===== src/rtl/core_pwr_dbg_gate.sv =====
module core_pwr_dbg_gate #(
  parameter int RST_CYCLES = 4
) (
  input  logic       clk,
  input  logic       rst_n,
  input  logic       wfx_i,
  input  logic       wake_evt_i,
  input  logic       ret_req_i,
  input  logic       pd_req_i,
  input  logic       pwr_good_i,
  input  logic       restore_done_i,
  input  logic       dbg_req_i,
  input  logic       acc_valid_i,
  output logic       acc_ready_o,
  output logic       acc_err_o,
  output logic       dbg_pend_o,
  output logic       dbg_req_o,
  output logic       wake_o,
  output logic       cold_rst_o,
  output logic [1:0] pwr_status_o
);
  localparam int CNT_W = $clog2(RST_CYCLES + 1);
  localparam logic [CNT_W-1:0] CNT_LAST = CNT_W'(RST_CYCLES - 1);

  typedef enum logic [2:0] {S_RUN, S_IDLE, S_KEEP, S_OFF, S_CRST, S_REST} st_t;

  st_t             st, st_nx;
  logic [CNT_W-1:0] cnt;
  logic            pg_q, pend;

  wire up      = (st == S_RUN) || (st == S_IDLE);
  wire dbg_act = dbg_req_i || acc_valid_i;

  always_comb begin
    st_nx = st;
    case (st)
      S_RUN:  if (pd_req_i) st_nx = S_OFF;
              else if (ret_req_i) st_nx = S_KEEP;
              else if (wfx_i) st_nx = S_IDLE;
      S_IDLE: if (pd_req_i) st_nx = S_OFF;
              else if (ret_req_i) st_nx = S_KEEP;
              else if (wake_evt_i || dbg_act) st_nx = S_RUN;
      S_KEEP: if (restore_done_i) st_nx = S_RUN;
      S_OFF:  if (pwr_good_i && !pg_q) st_nx = S_CRST;
      S_CRST: if (!pwr_good_i) st_nx = S_OFF;
              else if (cnt == CNT_LAST) st_nx = S_REST;
      S_REST: if (!pwr_good_i) st_nx = S_OFF;
              else if (restore_done_i) st_nx = S_RUN;
      default: st_nx = S_RUN;
    endcase
  end

  always_ff @(posedge clk or negedge rst_n) begin
    if (!rst_n) begin
      st   <= S_RUN;
      cnt  <= '0;
      pg_q <= 1'b0;
      pend <= 1'b0;
    end else begin
      st   <= st_nx;
      pg_q <= pwr_good_i;
      cnt  <= (st == S_CRST) ? cnt + 1'b1 : '0;
      if (st == S_RUN) pend <= 1'b0;
      else if (dbg_req_i) pend <= 1'b1;
    end
  end

  assign acc_ready_o  = acc_valid_i && (st != S_IDLE);
  assign acc_err_o    = acc_valid_i && !up;
  assign dbg_pend_o   = pend;
  assign dbg_req_o    = (st == S_RUN) && (pend || dbg_req_i);
  assign wake_o       = (st == S_IDLE) && dbg_act && !pd_req_i && !ret_req_i;
  assign cold_rst_o   = (st == S_CRST);
  assign pwr_status_o = up ? 2'b00 : (st == S_KEEP) ? 2'b01 : 2'b10;

  logic [CNT_W:0] run_len;
  always_ff @(posedge clk or negedge rst_n) begin
    if (!rst_n) run_len <= '0;
    else        run_len <= cold_rst_o ? run_len + 1'b1 : '0;
  end

  p_rst_len_r8: assert property (@(posedge clk) disable iff (!rst_n)
    (st == S_REST && $past(st) == S_CRST) |-> run_len == (CNT_W+1)'(RST_CYCLES));
  p_pd_wins_r12: assert property (@(posedge clk) disable iff (!rst_n)
    (pd_req_i && ret_req_i && pwr_status_o == 2'b00) |=> pwr_status_o == 2'b10);
  p_ret_holds_r12: assert property (@(posedge clk) disable iff (!rst_n)
    (pwr_status_o == 2'b01 && !restore_done_i) |=> pwr_status_o == 2'b01);
  p_pend_kept_r5: assert property (@(posedge clk) disable iff (!rst_n)
    (dbg_pend_o && pwr_status_o != 2'b00) |=> dbg_pend_o);
  p_deliver_clears_r10: assert property (@(posedge clk) disable iff (!rst_n)
    dbg_req_o |=> !dbg_pend_o);
  p_no_grant_off_r11: assert property (@(posedge clk) disable iff (!rst_n)
    (acc_ready_o && !acc_err_o) |-> pwr_status_o == 2'b00);
  p_ret_exit_warm_r6: assert property (@(posedge clk) disable iff (!rst_n)
    ($past(pwr_status_o) == 2'b01 && pwr_status_o == 2'b00) |-> !cold_rst_o);
endmodule


===== config.mk =====
export PLATFORM = sky130hd
export DESIGN_NAME = core_pwr_dbg_gate
export DESIGN_NICKNAME = d
export VERILOG_FILES = /design/src/rtl/core_pwr_dbg_gate.sv
export SDC_FILE = /design/constraint.sdc
export NUM_CORES = 1
export LEC_CHECK = 0
export ABC_AREA = 1
export BUFFER_PORTS_ARGS = -buffer_cell sky130_fd_sc_hd__buf_2
export CORE_MARGIN = 5
export CORE_UTILIZATION = 35
export CTS_BUF_LIST = sky130_fd_sc_hd__clkbuf_8
export CTS_CLUSTER_DIAMETER = 120
export DETAILED_ROUTE_END_ITERATION = 10
export SLEW_MARGIN = 20
export SYNTH_ARGS = -nofsm -noshare
export SYNTH_HDL_FRONTEND = slang
export SYNTH_SLANG_ARGS = --single-unit
export TNS_END_PERCENT = 5

===== constraint.sdc =====
create_clock -name clk -period 3.4 [get_ports clk]
set_clock_uncertainty 0.1 [all_clocks]
set_input_delay 0.68 -clock clk [delete_from_list [all_inputs] [get_ports clk]]
set_output_delay 0.68 -clock clk [all_outputs]
set_load 0.01 [all_outputs]

==> results.toml <==
[floorplan]
dieHeight_um = 50.6
io_pins = 18
fp-row-count = 14
core_area_um2 = 1540
die-area_um2 = 2560
start_util_pct = 37.3
die_x_um = 50.6

[clock_tree]
cts-buffers-inserted = 3
cts_buffer_depth = 2
clk_latency_ns = 0.23
clock-root-buffer = "clkbuf_8"
cts_sinks = 8
postCtsSetupRepairBufs = 0
htreeDepth = 1
cts.repair.resized = 0
clkTransAtPathRegs_ns = 0.04
cts_hold_buffers = 0
cts_tree = "yes"

[cells_and_area]
drive_gt1_share_pct = 29.7
ff_latch_area_um2 = 200
diodes = 0
nNetsFinal = 115
num-fill-cells = 175
area_delta_synth_final_pct = 21.5
multi_input_comb_area_um2 = 297

[timing]
tightest_slew_ns = 0.386
final-setup-viol-count = 0
grt_setup_unrepaired = "false"
period_minus_slack_ns = 2.09
totalNegativeSetupSlack_ns = 0
clock.fmax_ghz = 0.479
fin_crit_sh_pct = 61.5
drv_slew = 0
worst_hold_slack_ns = 0.189
slew-limit-headroom_pct = 74.2
hold_viol_final = 0

[power]
power.leakage_nw = 0.399
pwr-share-seq_pct = 32.5
p_total_uw = 510
combPwrFrac_pct = 45.5
p_int_uw = 289
power_density_nw_per_um2 = 729
netSwitchingFraction_pct = 43.2
p_clk_share_pct = 22.0
vdd_drop_max_mv = 0.436
power_switching_uw = 220

[yosys]
synth_top_area_share_pct = 34.8
yosys_warnings = 0
synth.area.top_cells = "dfrtp_1 (35%), nand2_1 (11%), nor2_1 (9.8%), nand3_1 (7.8%), inv_1 (7.8%)"
synthTopCellsByCount = "nand2_1 (17), nor2_1 (15), inv_1 (12), nand3_1 (9), dfrtp_1 (8)"
syn-instance-count = 83
syn_area_um2 = 576
syn_area_per_cell_um2 = 6.93
async_flop_share_pct = 100
synth_enable_flop_cells = 0
yosysSeqAreaShare_pct = 34.8
yosysMostFrequentCell = "nand2_1"
synth_top_cell_by_area = "dfrtp_1"
yosysUniqueCellTypes = 20
synth_nets = 95
ys.flop_type = "dfrtp_1"
ys_ff_latch = 8

[flow_run]
cap_violations = 0

[routing]
antenna_left = 0
finalWirelength_um = 1300
vias = 587
avgViaCountPerCell = 5.02
drt-wirelength-per-cell_um = 11.1
first_pass_iters = 4
drc = 0
drt_iter0_drc = 12

[setup_path]
start_kind = "register"
crit_required_ns = 2.62
reg2reg_to = "st[0]$_DFFE_PN0P_"
reg2reg_setup_slack_ns = 1.96
critPathCaptureType = "output port"
worstPathMaxFanout = 9
r2r_start = "cnt[0]$_DFF_PN0_"
arrival_ns = 1.31
reg2regPathDepth = 9
crit_type = "reg2out"

[run_status]
outcome = "complete, no violations"

[placement]
finalWeightedCongestion = 0.765
portBuffers = 17
dp_hpwl_um = 1100

[global_route]
antenna_found_initial = 0
grt_pass1_vias = 525
grt_overflow = 0
grt_use_total_pct = 11.6
grt_max_degree = 10
grt_pass1_wl_um = 2300

[worst_hold_path]
hold_class = "in2async"
final cells by class:
cell class	instances	share of cell area (%)
multi-input cells	58	42.4
inverters	15	8.05
flip-flops and latches	8	28.6
repair buffers	17	12.2
well taps	16	2.86
clock buffers	3	5.90
registers in the layout (all words and copies together), names as in the netlist:
| name | flops |
|---|---|
| cnt | 3 |
| dbg_pend_o | 1 |
| st | 3 |
| pg_q | 1 |
metrics by stage:
| step | worst slack, ns | instances | util (%) | cell area (um2) |
|---|---|---|---|---|
| after detailed placement | 1.35 | 114 | 42.7 | 658 |
| after global routing | 1.22 | 117 | 45.4 | 699 |
| final | 1.31 | 117 | 45.4 | 699 |
| after floorplan | 1.55 | 83 | - | 576 |
| after global placement | 1.37 | 114 | 42.7 | 658 |
| after CTS | 1.30 | 117 | 45.4 | 699 |
logic make-up (layout without fill, tap and decap cells):
kind of cell    count (synthesis)  count (layout)  share of synthesized area [%]
compound gates                  3               3                           3.26
fa+ha+maj                       2               2                           4.35
buf+inv                        17              35                           13.7
flops                           8               8                           34.8
simple gates                   53              53                           43.9
worst max path at each step:
stage / start / to / slack [ns] / cells after the start
after detailed placement: pd_req_i / wake_o / 1.35 / 5
after CTS: st[0]$_DFFE_PN0P_ / acc_ready_o / 1.30 / 6
after floorplan: dbg_req_i / dbg_req_o / 1.55 / 2
after global placement: pd_req_i / wake_o / 1.37 / 5
final: st[0]$_DFFE_PN0P_ / acc_ready_o / 1.31 / 6
after global routing: st[0]$_DFFE_PN0P_ / acc_ready_o / 1.22 / 6
power groups by stage:
stage                     clock, mW  sequential [mW]  combinational, mW
after CTS                     0.114            0.166              0.235
after detailed placement          0            0.167              0.234
final                         0.112            0.166              0.232
after global placement            0            0.166              0.231
after floorplan                   0            0.143              0.197
after global routing          0.120            0.173              0.265
worst max-delay path, cell delays in order (launching register included):
cell and delay, ns:
dfrtp_1 0.57, nand2_2 0.11, nor2_2 0.13, inv_1 0.07, nand2_1 0.05, inv_1 0.03
buf_2 0.12
cells in the final DEF, fill, tap and decap left out:
cell type	instances
clkbuf_8	3
nor3_1	2
nand2_2	1
nor2_4	1
o221ai_1	1
nor4_1	1
nand3_1	9
a21oi_1	1
nand2_1	17
nand2_4	1
nor2_2	3
nor2_1	15
dfrtp_1	8
nand3b_1	1
nand4_1	1
o21ai_0	1
ha_1	2
nor3_2	1
buf_2	17
inv_1	12
inv_2	3
per-layer routing:
metal  wire length, um  track usage, %  share of wire (%)  vias up
met4                23            5.11                1.8        0
met2               602            15.7                 46       31
met5                 0               0                  0        -
met1               530            15.6                 41      259
li1                  -               -                  -      295
met3               144            5.62                 11        2
(Power assumes the default switching activity.)
